$ cat config.mk
export PLATFORM = sky130hd
export DESIGN_NAME = pwm_dual_slope
export DESIGN_NICKNAME = d
export VERILOG_FILES = /design/src/rtl/pwm_tmr_pkg.sv /design/src/rtl/pwm_tmr_prescaler.sv /design/src/rtl/pwm_tmr_updown.sv /design/src/rtl/pwm_tmr_bufregs.sv /design/src/rtl/pwm_tmr_wave.sv /design/src/rtl/pwm_dual_slope.sv
export SDC_FILE = /design/constraint.sdc
export NUM_CORES = 1
export LEC_CHECK = 0
export ABC_AREA = 1
export BUFFER_PORTS_ARGS = -buffer_cell sky130_fd_sc_hd__buf_2
export CAP_MARGIN = 20
export CORE_ASPECT_RATIO = 0.9
export CORE_MARGIN = 3
export CORE_UTILIZATION = 44
export CTS_BUF_LIST = sky130_fd_sc_hd__clkbuf_8
export DETAILED_ROUTE_END_ITERATION = 16
export REMOVE_ABC_BUFFERS = 1
export SYNTH_ARGS = -nofsm -noshare
export SYNTH_HDL_FRONTEND = slang
export SYNTH_SLANG_ARGS = --single-unit
$ cat constraint.sdc
create_clock -name clk -period 10 [get_ports clk]
set_input_delay 0.5 -clock clk [delete_from_list [all_inputs] [get_ports clk]]
set_output_delay 0.5 -clock clk [all_outputs]
set_load 0.05 [all_outputs]
$ cat src/rtl/pwm_tmr_pkg.sv
package pwm_tmr_pkg;

  localparam int PRESC_W = 10;

  typedef enum logic [1:0] {
    OUT_OFF    = 2'd0,
    OUT_TOGGLE = 2'd1,
    OUT_NONINV = 2'd2,
    OUT_INV    = 2'd3
  } out_mode_e;

  // Divider runs for selects 1..5 only
  function automatic logic presc_running(input logic [2:0] sel);
    return (sel >= 3'd1) && (sel <= 3'd5);
  endfunction

  // Low-bit mask that must be all ones for a tick
  function automatic logic [PRESC_W-1:0] presc_mask(input logic [2:0] sel);
    case (sel)
      3'd2:    return PRESC_W'(7);
      3'd3:    return PRESC_W'(63);
      3'd4:    return PRESC_W'(255);
      3'd5:    return PRESC_W'(1023);
      default: return '0;
    endcase
  endfunction

endpackage

$ cat src/rtl/pwm_tmr_prescaler.sv
module pwm_tmr_prescaler
  import pwm_tmr_pkg::*;
(
  input  logic       clk,
  input  logic       rst_n,
  input  logic [2:0] clk_sel,
  output logic       tick
);

  logic [PRESC_W-1:0] pre_q;
  logic [PRESC_W-1:0] mask;
  logic               run;

  always_comb begin
    run  = presc_running(clk_sel);
    mask = presc_mask(clk_sel);
  end

  always_ff @(posedge clk) begin
    if (!rst_n)   pre_q <= '0;
    else if (!run) pre_q <= '0;
    else          pre_q <= pre_q + 1'b1;
  end

  assign tick = run && ((pre_q & mask) == mask);

  AST_DIV_GAP: assert property (@(posedge clk) disable iff (!rst_n)
    (tick && clk_sel >= 3'd2 && clk_sel <= 3'd5) |=> (!tick || clk_sel != $past(clk_sel)));

endmodule

$ cat src/rtl/pwm_tmr_updown.sv
module pwm_tmr_updown #(
  parameter int CNT_W = 16
) (
  input  logic             clk,
  input  logic             rst_n,
  input  logic             tick,
  input  logic [CNT_W-1:0] top_eff,
  output logic [CNT_W-1:0] cnt_q,
  output logic [CNT_W-1:0] cnt_nxt,
  output logic             dir_nxt,
  output logic             top_evt,
  output logic             bot_evt
);

  logic dir_up_q;

  always_comb begin
    top_evt = tick && dir_up_q && (cnt_q >= top_eff);
    bot_evt = tick && (cnt_q == '0) && !top_evt;
    if (top_evt)             dir_nxt = 1'b0;
    else if (cnt_q == '0)    dir_nxt = 1'b1;
    else                     dir_nxt = dir_up_q;
    cnt_nxt = dir_nxt ? cnt_q + CNT_W'(1) : cnt_q - CNT_W'(1);
  end

  always_ff @(posedge clk) begin
    if (!rst_n) begin
      cnt_q    <= '0;
      dir_up_q <= 1'b1;
    end else if (tick) begin
      cnt_q    <= cnt_nxt;
      dir_up_q <= dir_nxt;
    end
  end

  AST_CNT_FROZEN: assert property (@(posedge clk) disable iff (!rst_n)
    !tick |=> $stable(cnt_q));
  AST_CNT_STEP: assert property (@(posedge clk) disable iff (!rst_n)
    tick |=> ((cnt_q == $past(cnt_q) + CNT_W'(1)) || (cnt_q == $past(cnt_q) - CNT_W'(1))));
  AST_TURN_DOWN: assert property (@(posedge clk) disable iff (!rst_n)
    top_evt |=> !dir_up_q);
  AST_TURN_UP: assert property (@(posedge clk) disable iff (!rst_n)
    bot_evt |=> dir_up_q);
  AST_STROBE_EXCL: assert property (@(posedge clk) disable iff (!rst_n)
    !(top_evt && bot_evt));

endmodule

$ cat src/rtl/pwm_tmr_bufregs.sv
module pwm_tmr_bufregs #(
  parameter int CNT_W = 16
) (
  input  logic             clk,
  input  logic             rst_n,
  input  logic             top_wr,
  input  logic [CNT_W-1:0] top_wdata,
  input  logic             cmp_wr,
  input  logic [CNT_W-1:0] cmp_wdata,
  input  logic             load,
  output logic [CNT_W-1:0] top_act,
  output logic [CNT_W-1:0] cmp_act
);

  logic [CNT_W-1:0] top_buf, cmp_buf;

  always_ff @(posedge clk) begin
    if (!rst_n) begin
      top_buf <= '1;
      cmp_buf <= '0;
    end else begin
      if (top_wr) top_buf <= top_wdata;
      if (cmp_wr) cmp_buf <= cmp_wdata;
    end
  end

  always_ff @(posedge clk) begin
    if (!rst_n) begin
      top_act <= '1;
      cmp_act <= '0;
    end else if (load) begin
      top_act <= top_buf;
      cmp_act <= cmp_buf;
    end
  end

  AST_LIVE_ONLY_ON_LOAD: assert property (@(posedge clk) disable iff (!rst_n)
    !load |=> ($stable(top_act) && $stable(cmp_act)));

endmodule

$ cat src/rtl/pwm_tmr_wave.sv
module pwm_tmr_wave
  import pwm_tmr_pkg::*;
#(
  parameter int CNT_W = 16
) (
  input  logic             clk,
  input  logic             rst_n,
  input  logic             tick,
  input  logic [CNT_W-1:0] cnt_nxt,
  input  logic             dir_nxt,
  input  logic [CNT_W-1:0] cmp_act,
  input  logic [CNT_W-1:0] top_eff,
  input  logic [1:0]       out_mode,
  input  logic             top_src,
  output logic             pin_q
);

  logic hit;
  logic lvl_cur, lvl_nxt;
  logic pin_d;

  always_comb begin
    hit     = tick && (cnt_nxt == cmp_act);
    lvl_cur = (out_mode == OUT_INV) ? ~pin_q : pin_q;
    if (cmp_act == '0)          lvl_nxt = 1'b0;
    else if (cmp_act >= top_eff) lvl_nxt = 1'b1;
    else if (hit)               lvl_nxt = ~dir_nxt;
    else                        lvl_nxt = lvl_cur;
    pin_d = pin_q;
    case (out_mode)
      OUT_TOGGLE: if (top_src && hit) pin_d = ~pin_q;
      OUT_NONINV: if (tick)           pin_d = lvl_nxt;
      OUT_INV:    if (tick)           pin_d = ~lvl_nxt;
      default:    pin_d = pin_q;
    endcase
  end

  always_ff @(posedge clk) begin
    if (!rst_n) pin_q <= 1'b0;
    else        pin_q <= pin_d;
  end

  AST_OFF_HOLDS: assert property (@(posedge clk) disable iff (!rst_n)
    (out_mode == OUT_OFF) |=> $stable(pin_q));
  AST_ZERO_CMP_LOW: assert property (@(posedge clk) disable iff (!rst_n)
    (tick && out_mode == OUT_NONINV && cmp_act == '0) |=> !pin_q);

endmodule

$ cat src/rtl/pwm_dual_slope.sv
module pwm_dual_slope #(
  parameter int CNT_W   = 16,
  parameter int TOP_MIN = 3
) (
  input  logic             clk,
  input  logic             rst_n,
  input  logic [2:0]       clk_sel,
  input  logic             reload_at_bottom,
  input  logic             top_src,
  input  logic [1:0]       out_mode,
  input  logic             top_wr,
  input  logic [CNT_W-1:0] top_wdata,
  input  logic             cmp_wr,
  input  logic [CNT_W-1:0] cmp_wdata,
  output logic             pwm_o,
  output logic [CNT_W-1:0] count_o,
  output logic             top_o,
  output logic             bottom_o
);

  localparam logic [CNT_W-1:0] TOP_FLOOR = CNT_W'(TOP_MIN);

  function automatic logic [CNT_W-1:0] clamp_top(input logic [CNT_W-1:0] v);
    return (v < TOP_FLOOR) ? TOP_FLOOR : v;
  endfunction

  logic             tick;
  logic [CNT_W-1:0] top_act, cmp_act, top_eff;
  logic [CNT_W-1:0] cnt_q, cnt_nxt;
  logic             dir_nxt, top_evt, bot_evt, load;

  assign top_eff = clamp_top(top_src ? cmp_act : top_act);
  assign load    = reload_at_bottom ? bot_evt : top_evt;

  pwm_tmr_prescaler u_presc (
    .clk(clk), .rst_n(rst_n), .clk_sel(clk_sel), .tick(tick)
  );

  pwm_tmr_updown #(.CNT_W(CNT_W)) u_cnt (
    .clk(clk), .rst_n(rst_n), .tick(tick), .top_eff(top_eff),
    .cnt_q(cnt_q), .cnt_nxt(cnt_nxt), .dir_nxt(dir_nxt),
    .top_evt(top_evt), .bot_evt(bot_evt)
  );

  pwm_tmr_bufregs #(.CNT_W(CNT_W)) u_regs (
    .clk(clk), .rst_n(rst_n),
    .top_wr(top_wr), .top_wdata(top_wdata),
    .cmp_wr(cmp_wr), .cmp_wdata(cmp_wdata),
    .load(load), .top_act(top_act), .cmp_act(cmp_act)
  );

  pwm_tmr_wave #(.CNT_W(CNT_W)) u_wave (
    .clk(clk), .rst_n(rst_n), .tick(tick), .cnt_nxt(cnt_nxt),
    .dir_nxt(dir_nxt), .cmp_act(cmp_act), .top_eff(top_eff),
    .out_mode(out_mode), .top_src(top_src), .pin_q(pwm_o)
  );

  assign count_o  = cnt_q;
  assign top_o    = top_evt;
  assign bottom_o = bot_evt;

  AST_TOP_BOUND: assert property (@(posedge clk) disable iff (!rst_n)
    top_o |-> (count_o >= TOP_FLOOR));
  AST_PFC_RELOAD: assert property (@(posedge clk) disable iff (!rst_n)
    (reload_at_bottom && top_o) |=> $stable(top_act));

endmodule

# ---- Yosys cells after proc, flatten, opt, wreduce, memory -nomap -nowiden
# Cells that the tools add are included.
dict set report op_classes {
  add_sub_neg 3
  n_mul 0
  n_reduce_logical 14
  bitwise_logic 4
  n_lt_le_gt_ge 5
  div_mod_pow 0
  shifts 0
  mux 15
  n_eq_ne 12
}
# cell n
set ops {}
lappend ops {{$mux 16} 3}
lappend ops {{$pmux 10 s4} 1}
lappend ops {{$ge 16x16->1} 2}
lappend ops {{$logic_not 16->1} 2}
lappend ops {{$add 16x1->16 const B} 1}
lappend ops {{$eq 16x16->1} 1}
lappend ops {{$lt 16x2->1 const B} 1}
lappend ops {{$sub 16x1->16 const B} 1}
lappend ops {{$add 10x1->10 const B} 1}
lappend ops {{$and 10x10->10} 1}
lappend ops {{$eq 10x10->1} 1}
lappend ops {{$mux 1} 10}
lappend ops {{$logic_and 1x1->1} 8}
lappend ops {{$eq 3x2->1 const B} 2}
lappend ops {{$eq 3x3->1 const B} 2}
lappend ops {{$eq 2x2->1 const B} 2}
lappend ops {{$ne 2x2->1 const B} 2}
lappend ops {{$reduce_and 4->1} 1}
lappend ops {{$ge 3x1->1 const B} 1}
lappend ops {{$le 3x3->1 const B} 1}
lappend ops {{$not 1->1} 3}
lappend ops {{$pmux 1 s3} 1}
lappend ops {{$reduce_bool 3->1} 1}
lappend ops {{$eq 2x1->1 const B} 1}
lappend ops {{3 further kinds} 3}
dict set report totals {
  output_inout_bits 19
  elab_cells 61
  latch_bits 0
  regBits 92
  mem_bits_rw 0
  input_bits 43
  memories 0
  mem_bits_ro 0
}

# ---- Depth between registers and ports, before layout
# Gate-level depths: netlist (run 1).
dict set report depth {
  ltp_word 17
  depth_mapped 45
  depth_no_buf 43
}

# ---- Cells and area by module
# A second synthesis (run 1) with hierarchy kept.
dict set report unflattened {
  hier_cells 950
  hier_area_um2 6002.0
}
# module seq_area_each_um2 area_each_um2 n_inst cells_per_inst
set by_module_without_submodules {}
lappend by_module_without_submodules {pwm_tmr_bufregs 1281.2 2406.1 1 341}
lappend by_module_without_submodules {pwm_tmr_updown 340.3 1838.0 1 284}
lappend by_module_without_submodules {pwm_tmr_wave 20.0 882.1 1 169}
lappend by_module_without_submodules {pwm_tmr_prescaler 200.2 543.0 1 84}
lappend by_module_without_submodules {pwm_dual_slope 0.0 332.8 1 72}

# ---- Worst setup path after synthesis (run 1)
# No wires, ideal clock.
dict set report synth_timing {
  path_kind {input -> register}
  start {in top_src}
  end {reg u_wave.pin_q}
  required_time_ps 9889
  arrival_time_ps 4452
  slack_ps 5437
  n_path_buf 2
  setup_ps 111
  stages 42
  path_cell_list {buf_6 inv_4 buf_6 nand2_1 nand2_1 nand2_1 nand2_1 nor2_1 nand2_1 nand3_1 ha_1 inv_1 nand2_1 o211ai_1 inv_1 nand2_1 nand2_1 nand2_1 (+6 left out) fa_1 nand3b_1 nand2_1 nand2_1 a21oi_1 nand3_1 nand2_1 xor2_1 xor2_1 nand4_1 nor2_1 nand3_1 nand2_1 nand3_2 nand3_1 nand2_1 nor2_1 nor2_1}
}
dict set report synth_between {
  elab_chain_cells 15
  word_cells_on_any_way 21
  classes_between {3 x order compare; 2 x eq/ne; 10 x mux; 2 x bitwise; 4 x reduce/logical}
}
# item line_no
set synth_lines {}
lappend synth_lines {{from (decl)} pwm_dual_slope.sv:9} ;# input logic top_src,
lappend synth_lines {{$mux 16 (*)} pwm_dual_slope.sv:32} ;# assign top_eff = clamp_top(top_src ? cmp_act : top_act);
lappend synth_lines {{$lt 16x2->1} pwm_dual_slope.sv:24} ;# return (v < TOP_FLOOR) ? TOP_FLOOR : v;
lappend synth_lines {{$mux 16 (*)} pwm_dual_slope.sv:24}
lappend synth_lines {{$ge 16x16->1 (*)} pwm_tmr_updown.sv:18} ;# top_evt = tick && dir_up_q && (cnt_q >= top_eff);
lappend synth_lines {{$logic_and 1x1->1 (*)} pwm_tmr_updown.sv:18}
lappend synth_lines {{$mux 1 (*)} pwm_tmr_updown.sv:20} ;# if (top_evt) dir_nxt = 1'b0;
lappend synth_lines {{net dir_nxt} pwm_dual_slope.sv:30} ;# logic dir_nxt, top_evt, bot_evt, load;
lappend synth_lines {{$mux 16} pwm_tmr_updown.sv:23} ;# cnt_nxt = dir_nxt ? cnt_q + CNT_W'(1) : cnt_q - CNT_W'(1);
lappend synth_lines {{$eq 16x16->1} pwm_tmr_wave.sv:23} ;# hit = tick && (cnt_nxt == cmp_act);
lappend synth_lines {{$logic_and 1x1->1} pwm_tmr_wave.sv:23}
lappend synth_lines {{$mux 1} pwm_tmr_wave.sv:27} ;# else if (hit) lvl_nxt = ~dir_nxt;
lappend synth_lines {{$mux 1} pwm_tmr_wave.sv:26} ;# else if (cmp_act >= top_eff) lvl_nxt = 1'b1;
lappend synth_lines {{$mux 1} pwm_tmr_wave.sv:25} ;# if (cmp_act == '0) lvl_nxt = 1'b0;
lappend synth_lines {{$not 1->1} pwm_tmr_wave.sv:33} ;# OUT_INV: if (tick) pin_d = ~lvl_nxt;
lappend synth_lines {{$mux 1} pwm_tmr_wave.sv:33}
lappend synth_lines {{$pmux 1 s3} pwm_tmr_wave.sv:30} ;# case (out_mode)
lappend synth_lines {{to (signal assigned)} pwm_tmr_wave.sv:40} ;# else pin_q <= pin_d;
lappend synth_lines {{to (decl)} pwm_tmr_wave.sv:15} ;# output logic pin_q
# Mark *: on every way through the listed nets, which the timed path passes. The rest lies on a longest branch. The select of a mux whose other input is x is not followed.
# A chain may end at the register's enable or synchronous reset.

# ---- Worst setup path in the final report (run 1)
dict set report layout_timing {
  start {in top_src}
  end {reg u_wave.pin_q}
}
dict set report layout_between {
  elab_chain_cells 15
  word_cells_on_any_way 21
  classes_between {3 x order compare; 2 x eq/ne; 10 x mux; 2 x bitwise; 4 x reduce/logical}
}
# item line_no
set layout_lines {}
lappend layout_lines {{$mux 16} pwm_dual_slope.sv:32}
lappend layout_lines {{$lt 16x2->1} pwm_dual_slope.sv:24}
lappend layout_lines {{$mux 16} pwm_dual_slope.sv:24}
lappend layout_lines {{$ge 16x16->1} pwm_tmr_updown.sv:18}
lappend layout_lines {{$logic_and 1x1->1} pwm_tmr_updown.sv:18}
lappend layout_lines {{$mux 1} pwm_tmr_updown.sv:20}
lappend layout_lines {{$mux 16} pwm_tmr_updown.sv:23}
lappend layout_lines {{$eq 16x16->1} pwm_tmr_wave.sv:23}
lappend layout_lines {{$logic_and 1x1->1} pwm_tmr_wave.sv:23}
lappend layout_lines {{$mux 1} pwm_tmr_wave.sv:27}
lappend layout_lines {{$mux 1} pwm_tmr_wave.sv:26}
lappend layout_lines {{$mux 1} pwm_tmr_wave.sv:25}
lappend layout_lines {{$not 1->1} pwm_tmr_wave.sv:33}
lappend layout_lines {{$mux 1} pwm_tmr_wave.sv:33}
lappend layout_lines {{$pmux 1 s3} pwm_tmr_wave.sv:30}
# Parallel ways exist; a longest one is shown, timed or not. The select of a mux whose other input is x is not followed.

==> flow_summary.ini, run 1 <==
[pwr]
power_frac_clock = 0.272
power.share.combinational = 0.275
power_leakage_nw = 2.98
seqPwrFrac = 0.454
cellPowerDensity_nw_per_um2 = 152
p_sw_frac = 0.353
p_total_w = 0.000915
netSwitchingPower_w = 0.000323
ir_drop_v = 0.000102
power.internal_w = 0.000593

[sta]
rsz0062_at_grt = false
worst_slack_ps = 4840
hold_violations = 0
fmax_mhz = 194
slew_viol_final = 0
finalCritPeriodShare = 0.516
period_minus_slack_ps = 5160
max_slew_margin = 0.516
setup-tns-final_ps = 0
setup_viol = 0
worst_pin_slew_ps = 725
fin_skew_ps = 7.37

[critical_path]
cp.arrival_ps = 5440
max_stage_delay_ps = 470
crit_family = simple AND/OR/NAND/NOR gates
cpMaxStageDelayCell = ha_1
cp-end-kind = flip-flop
r2r-start = u_regs.cmp_act[11]$_SDFFE_PN0P_
cp.depth = 41
cp_max_fo = 18
setup.worst_path.class = in2reg
reg2reg_depth = 39
cp_data_required_time_ps = 10280
start_kind = input port
crit_top_cell = nand2_1
rr_endpoint = u_wave.pin_q$_SDFFE_PN0P_
regToRegSetupSlack_ps = 5020
cp.buffers_inverters = 5

[worst_hold_path]
worstHoldStart = top_wdata[15]
min_path_cells = 3
min_path_type = in2reg
min_to = u_regs.top_buf[15]$_SDFFE_PN1P_

[synth]
yosysWarnings = 0
synthTopCellsByArea = dfxtp_1 34%, nand2_1 14%, ha_1 10%
netlist_area_um2 = 5460
synth_ff_type = dfxtp_1
yosys.area.top_type = dfxtp_1
synth_seq_cells = 92
synth.most_common_cell = nand2_1
syn_inst = 774
ys_seq_area_frac = 0.338
synth_commonest_cells = 197 x nand2_1, 92 x dfxtp_1, 81 x nor2_1, 74 x inv_1, 57 x a21oi_1
avgSynthCellArea_um2 = 7.05
yosys.area.top_type_share = 0.338
synth_edf_count = 0
synth_cell_types = 42
ys_async_sr_fraction = 0

[clocking]
h-tree-depth = 3
ctsHoldBuffers = 0
cts.clk_slew.worst_paths_ps = 90
cts_max_path_buffers = 2
cts-root-buf = clkbuf_8
post_cts_resize_count = 0
clock-sinks = 92
cts_buffers = 9
worst_skew_pair.late_latency_ps = 380
postCtsSetupBuffers = 0
cts_tree = done

[global_route]
grt_max_degree = 74
grt_usage = 0.201
overflow = 0
grt_pass1_vias = 4684
antenna_found_initial = 0
grt_pass1_wl_um = 22400

[floorplan]
coreArea_um2 = 11800
fp.dieH_um = 112
fp.dieW_um = 123
fp-row-count = 37
dieArea_um2 = 13800
io_pins = 62
initial_utilization = 0.464

[routing]
dr.pass1.iters = 5
ant_nets = 0
drc = 0
routedWlPerCell_um = 13.5
drt_iter0_drc = 329
vias_per_cell = 5.18
via_count = 5082
drt_wl_total_um = 13200

[placement]
pre_cts_slack_ps = 4440
placed_cell_area_um2 = 5830
portBuffers = 61
dp_hpwl_um = 10200
place_inst = 965
gp_congestion = 0.912

[cells_and_area]
design_area_um2 = 6030
fin_cells = 981
area_growth_pct = 10.5
nets = 909
diodes = 0
drive_above_1_share = 0.119

[status]
status = completed

[flow_run]
maxCapViolCount = 0
-- state kept, by name, indices dropped and copies added (netlist names) --
signal,flops
u_cnt.dir_up_q,1
u_regs.top_act,16
u_regs.cmp_buf,16
u_regs.top_buf,16
u_wave.pin_q,1
u_regs.cmp_act,16
u_presc.pre_q,10
u_cnt.cnt_q,16
-- power by group through the flow --
stage	logic (W)	registers, W	clock network (W)
after floorplan	0.000161	0.000442	0
after global placement	0.000244	0.000423	0
after detailed placement	0.000251	0.000424	0
after CTS	0.000252	0.000415	0.000258
after global routing	0.000286	0.000419	0.000273
final	0.000251	0.000415	0.000249
-- routing by layer --
layer / GRT usage / routed length, um
met2: 0.297 / 5740
met1: 0.291 / 6800
met3: 0.0498 / 587
met4: 0.0494 / 109
met5: 0 / 0
-- through the flow --
stage	hold slack, ps	utilization
finish	325	0.513
CTS	295	0.513
global placement	429	0.496
detailed placement	447	0.496
global route	305	0.513
floorplan	418	-
-- final cells by class --
| class | instances | area [um2] |
|---|---|---|
| clock buffer | 12 | 165 |
| clock inverter | 4 | 32.5 |
| fill | 1200 | 5730 |
| inverter | 77 | 292 |
| multi-input combinational | 578 | 3190 |
| sequential | 92 | 1840 |
| tap | 156 | 195 |
| timing repair buffer | 62 | 313 |
-- worst min-delay path, cell delays in order --
cell and delay (ps):
buf_2 80, nand2_1 40, nand3_1 60
-- layout by cell type (no fill, tap or decap), types with 9 or more instances in the layout --
| master | count |
|---|---|
| nand2_1 | 197 |
| inv_1 | 75 |
| nand4_1 | 9 |
| nand3_1 | 56 |
| xor2_1 | 15 |
| dfxtp_1 | 92 |
| nor2_1 | 81 |
| clkbuf_8 | 12 |
| nand2_2 | 9 |
| a21oi_1 | 57 |
| o21ai_0 | 43 |
| buf_2 | 61 |
| ha_1 | 45 |
-- logic make-up after synthesis --
family / Yosys count / share of synthesized area
xor gates and xnor gates: 26 / 0.0518
AOI/OAI and AO/OA: 131 / 0.131
DFF: 92 / 0.338
buffers and inverters: 104 / 0.0780
and+or+nand+nor: 375 / 0.295
adders and majority gates: 46 / 0.107
-- worst max-delay path by stage --
stage	start	end
floorplan	top_src	u_wave.pin_q$_SDFFE_PN0P_
global placement	top_src	u_wave.pin_q$_SDFFE_PN0P_
detailed placement	top_src	u_wave.pin_q$_SDFFE_PN0P_
CTS	top_src	u_wave.pin_q$_SDFFE_PN0P_
global route	top_src	u_wave.pin_q$_SDFFE_PN0P_
finish	top_src	u_wave.pin_q$_SDFFE_PN0P_
Note: power is estimated with default switching activity, not from simulation.
==> inputs of run 2 (changes only) <==
clock period = 5.3 ns   (was 10 ns; I/O delays follow)
==> run 2 against run 1 <==
  * Hold slack lost 240 ps
  * First-iteration DRC count grew 18%
  * Setup slack lost 4300 ps
  * Largest cell class unchanged
  * Sequential share of layout area shrank 0.37 points
  * Critical path depth shrank 2
  * Highest routed layer unchanged
  * Wire length grew 2.0%
==> flow_summary.ini, run 2 (synthesis results as in run 1) <==
[status]
status = completed

[clocking]
ctsHoldBuffers = 0
cts.clk_slew.worst_paths_ps = 90
cts_tree = done
worst_skew_pair.late_latency_ps = 370
cts_buffers = 9
cts_max_path_buffers = 2
h-tree-depth = 3
clock-sinks = 92
cts-root-buf = clkbuf_8

[cells_and_area]
fin_cells = 990
fin_util = 0.522
drive_above_1_share = 0.146
nets = 918
fill_cells = 1224
final_cell_mix = 197 x nand2_1, 84 x dfxtp_1, 79 x nor2_1, 74 x inv_1, 61 x buf_2
multi_input_area_um2 = 3210
area_growth_pct = 12.4
diodes = 0
seqCellArea_um2 = 1850
final_common_cell = nand2_1

[pwr]
cellPowerDensity_nw_per_um2 = 289
power_leakage_nw = 3.03
p_total_w = 0.00177
ir_drop_v = 0.000207

[routing]
drt_iter0_drc = 388
routedWlPerCell_um = 13.6
drc = 0
drt_wl_total_um = 13500
vias_per_cell = 5.16
via_count = 5108
ant_nets = 0
dr.pass1.iters = 6

[critical_path]
rr_endpoint = u_wave.pin_q$_SDFFE_PN0P_
setup.worst_path.class = reg2reg
crit_top_cell = nand2_1
cp.depth = 39
cp_data_required_time_ps = 5580
r2r-start = u_regs.cmp_act[7]$_SDFFE_PN0P_
cp-end-kind = flip-flop
regToRegSetupSlack_ps = 590
cp.buffers_inverters = 3
start_kind = flip-flop
cp_max_fo = 11
cpMaxStageDelayCell = dfxtp_1
crit_family = simple AND/OR/NAND/NOR gates
cp.arrival_ps = 4990
reg2reg_depth = 39
max_stage_delay_ps = 460

[floorplan]
coreArea_um2 = 11800
fp.dieW_um = 123
fp.dieH_um = 112
io_pins = 62
fp-row-count = 37
initial_utilization = 0.464
dieArea_um2 = 13800

[sta]
fmax_mhz = 212
hold_violations = 0
finalCritPeriodShare = 0.889
period_minus_slack_ps = 4710
fin_skew_ps = 11.9
worst_pin_slew_ps = 740
max_slew_margin = 0.506
slew_viol_final = 0
setup_viol = 0

[global_route]
grt_usage = 0.203
grt_pass1_wl_um = 22900
grt_pass1_vias = 4886
antenna_found_initial = 0
grt_max_degree = 74
overflow = 0

[placement]
place_inst = 970
dp_hpwl_um = 10400
portBuffers = 61
gp_congestion = 0.874

[worst_hold_path]
worstHoldStart = top_wdata[15]
min_to = u_regs.top_buf[15]$_SDFFE_PN1P_
min_path_type = in2reg
min_path_cells = 3

[flow_run]
maxCapViolCount = 0
==> run 2: cell count changes in the layout (fill, tap and decap cells not counted), sizes merged <==
cell,change
buf,+9
bufinv,+1
clkbuf,-2
inv,+1
==> run 2: how the worst max path moves through the flow <==
stage / slack, ps / start / end
2_1_floorplan: 1000 / u_cnt.cnt_q[0]$_SDFFE_PN0P_ / u_wave.pin_q$_SDFFE_PN0P_
3_3_place_gp: 320 / top_src / u_wave.pin_q$_SDFFE_PN0P_
4_1_cts: 370 / u_regs.cmp_act[6]$_SDFFE_PN0P_ / u_wave.pin_q$_SDFFE_PN0P_
5_1_grt: -2 / u_regs.cmp_act[13]$_SDFFE_PN0P_ / u_wave.pin_q$_SDFFE_PN0P_
6_report: 590 / u_regs.cmp_act[7]$_SDFFE_PN0P_ / u_wave.pin_q$_SDFFE_PN0P_
3_5_place_dp: 180 / top_src / u_wave.pin_q$_SDFFE_PN0P_
==> run 2: layout make-up <==
class	instances	area share
clock buffers	10	0.0224
clock inverters	6	0.0112
inverters	77	0.0475
multi-input cells	578	0.523
flip-flops and latches	92	0.302
well taps	156	0.0318
repair buffers	71	0.0620
==> run 2: metrics by stage <==
step                worst slack (ps)  TNS [ps]  cell area (um2)  hold slack [ps]
floorplan                       1000         0             5320              349
global placement                 318         0             5870              431
detailed placement               181         0             5870              448
CTS                              373         0             6070             67.8
global route                   -2.10     -2.10             6130             73.7
finish                           586         0             6130             88.6
==> run 2: routing by layer <==
layer  wire length [um]  GRT usage
met3                632     0.0427
met5                  0          0
met1               6870      0.290
met2               5780      0.309
met4                223     0.0583
==> run 2: worst min-delay path, stage by stage <==
cell and delay (ps):
buf_2 70, nand2_1 40, nand3_1 60
==> run 2: repair_timing <==
| item | 4_1_cts | 5_1_grt |
|---|---|---|
| buffers inserted | 0 | 4 |
| setup endpoints to repair | 0 | 1 |
| gates resized for setup | 0 | 15 |
==> run 2: report_power, final <==
part           switching, W  internal [W]  total [W]
Clock              0.000264      0.000236   0.000500
Sequential        0.0000470      0.000737   0.000784
Combinational      0.000312      0.000178   0.000489
==> inputs of run 3 (changes only) <==
PLACE_DENSITY = 0.65   (was not set)
clock period = 3.9 ns   (was 5.3 ns; I/O delays follow)
==> run 3 against run 2 <==
  * Critical endpoint unchanged
  * Via count increased by 12%
  * Sequential power rose by 34%
  * The flow now finishes with violations (negative setup slack)
  * Setup slack worse by 1300 ps
  * Highest routed layer unchanged
  * Critical path depth fell by 3
  * Core utilization rose by 12 points
  * Die area is the same
==> flow_summary.ini, run 3 (synthesis results as in run 1) <==
[routing]
route.top_layer_used = met4
via_count = 5738
drt-met1-wl_um = 7170
dr_wl_met3_um = 1030
ant_nets = 0
vias_per_cell = 5.15
drt_iter0_drc = 353
dr.pass1.iters = 5
drt_wl_total_um = 16300
drc = 0
routedWlPerCell_um = 14.6
route.met2.wl_um = 7560

[global_route]
grt_pass1_vias = 5555
overflow = 0
grt_pass1_wl_um = 25800
grt_max_degree = 73
antenna_found_initial = 0
grt_usage = 0.231

[critical_path]
start_kind = flip-flop
cp.arrival_ps = 4850
crit_family = buffers and inverters
max_stage_delay_ps = 360
crit_top_cell = buf_4
cp-end-kind = flip-flop
setup.worst_path.class = reg2reg
cpMaxStageDelayCell = dfxtp_1
cp_max_fo = 2
cp.buffers_inverters = 16
cp_data_required_time_ps = 4180

[clocking]
cts-root-buf = clkbuf_8
cts.clk_slew.worst_paths_ps = 100
cts_max_path_buffers = 2
cts_buffers = 9
cts_tree = done
worst_skew_pair.late_latency_ps = 380
clock-sinks = 92
h-tree-depth = 3
ctsHoldBuffers = 0

[sta]
fmax_mhz = 219
finalCritPeriodShare = 1.17
worst_pin_slew_ps = 757
max_slew_margin = 0.495
rsz0062_at_grt = true
fin_skew_ps = 8.34
slew_viol_final = 0
setup_viol = 2
hold_violations = 0
holdWs_ps = 20.8
period_minus_slack_ps = 4570
worst_slack_ps = -668

[cells_and_area]
final_cell_mix = 178 x nand2_1, 132 x buf_4, 78 x dfxtp_1, 73 x nor2_1, 72 x inv_1
final_common_cell = nand2_1
design_area_um2 = 7490
area_growth_pct = 37.3
nets = 1043
drive_above_1_share = 0.320
diodes = 0
fill_cells = 1022

[floorplan]
fp.dieW_um = 123
coreArea_um2 = 11800
fp.dieH_um = 112
io_pins = 62
fp-row-count = 37
dieArea_um2 = 13800
initial_utilization = 0.464

[pwr]
cellPowerDensity_nw_per_um2 = 372
ir_drop_v = 0.000329
power_leakage_nw = 3.71

[placement]
placed_cell_area_um2 = 6610
portBuffers = 61
gp_congestion = 0.895
dp_hpwl_um = 11200

[status]
status = complete, but fails checks
violations = negative setup slack

[flow_run]
maxCapViolCount = 0

[worst_hold_path]
min_path_type = in2reg
-- run 3: cell types whose count changed in the layout (fill, tap and decap cells not counted), moves of 7 or more --
cell	change
buf_4	+122
nand2_1	-19
nand2_2	+18
ha_4	+9
ha_1	-7
-- run 3: path summary, 6_finish.rpt --
check             slack [ps]                           start  depth (start not counted)                              end
hold / removal            20                   top_wdata[14]                          3  u_regs.top_buf[14]$_SDFFE_PN1P_
setup reg to reg        -670  u_regs.cmp_act[4]$_SDFFE_PN0P_                         36        u_wave.pin_q$_SDFFE_PN0P_
setup / recovery        -670  u_regs.cmp_act[4]$_SDFFE_PN0P_                         36        u_wave.pin_q$_SDFFE_PN0P_
hold reg to reg          460     u_presc.pre_q[0]$_SDFF_PN0_                          1      u_presc.pre_q[0]$_SDFF_PN0_
-- run 3: timing repair --
action / CTS / global route
gates resized for setup: 39 / 55
pin swaps: 29 / 44
setup endpoints to repair: 2 / 6
gates cloned: 1 / 0
buffers inserted: 22 / 9
-- run 3: worst reg2reg max path: cells and delay by family, from the launching register on --
kind,cells,cell delay (ps)
AO/OA/AOI/OAI,4,600
buffers and inverters,16,2020
flip-flops,1,360
adder cells (fa/ha/maj),1,260
AND/OR/NAND/NOR,15,1220
-- run 3: final cells by class --
| type | instances | area [um2] | share of cell area |
|---|---|---|---|
| clock buffer | 10 | 138 | 0.0184 |
| clock inverter | 6 | 93.8 | 0.0125 |
| inverter | 77 | 294 | 0.0393 |
| multi-input combinational | 579 | 3580 | 0.478 |
| sequential | 92 | 1860 | 0.248 |
| tap | 156 | 195 | 0.0261 |
| timing repair buffer | 195 | 1330 | 0.177 |
-- run 3: layer usage --
metal	vias to the layer above	global-route usage
met4	0	0.0863
met1	2597	0.298
met2	193	0.376
met5	-	0
li1	2907	-
met3	41	0.0498
-- run 3: per-stage QoR --
step / total power [W] / worst slack, ps / util / cells / TNS [ps]
floorplan: 0.00155 / -398 / - / 747 / -398
global placement: 0.00185 / -804 / 0.562 / 1067 / -1130
detailed placement: 0.00188 / -913 / 0.562 / 1067 / -1440
CTS: 0.00271 / -537 / 0.614 / 1106 / -573
global route: 0.00293 / -1080 / 0.637 / 1115 / -2080
finish: 0.00278 / -668 / 0.637 / 1115 / -823
-- run 3: report_power, final --
| group | switching, W | leakage, nW | total [W] | internal (W) |
|---|---|---|---|---|
| registers | 0.0000486 | 0.753 | 0.00105 | 0.00100 |
| clock network | 0.000368 | 0.119 | 0.000753 | 0.000385 |
| logic | 0.000549 | 2.84 | 0.000978 | 0.000429 |
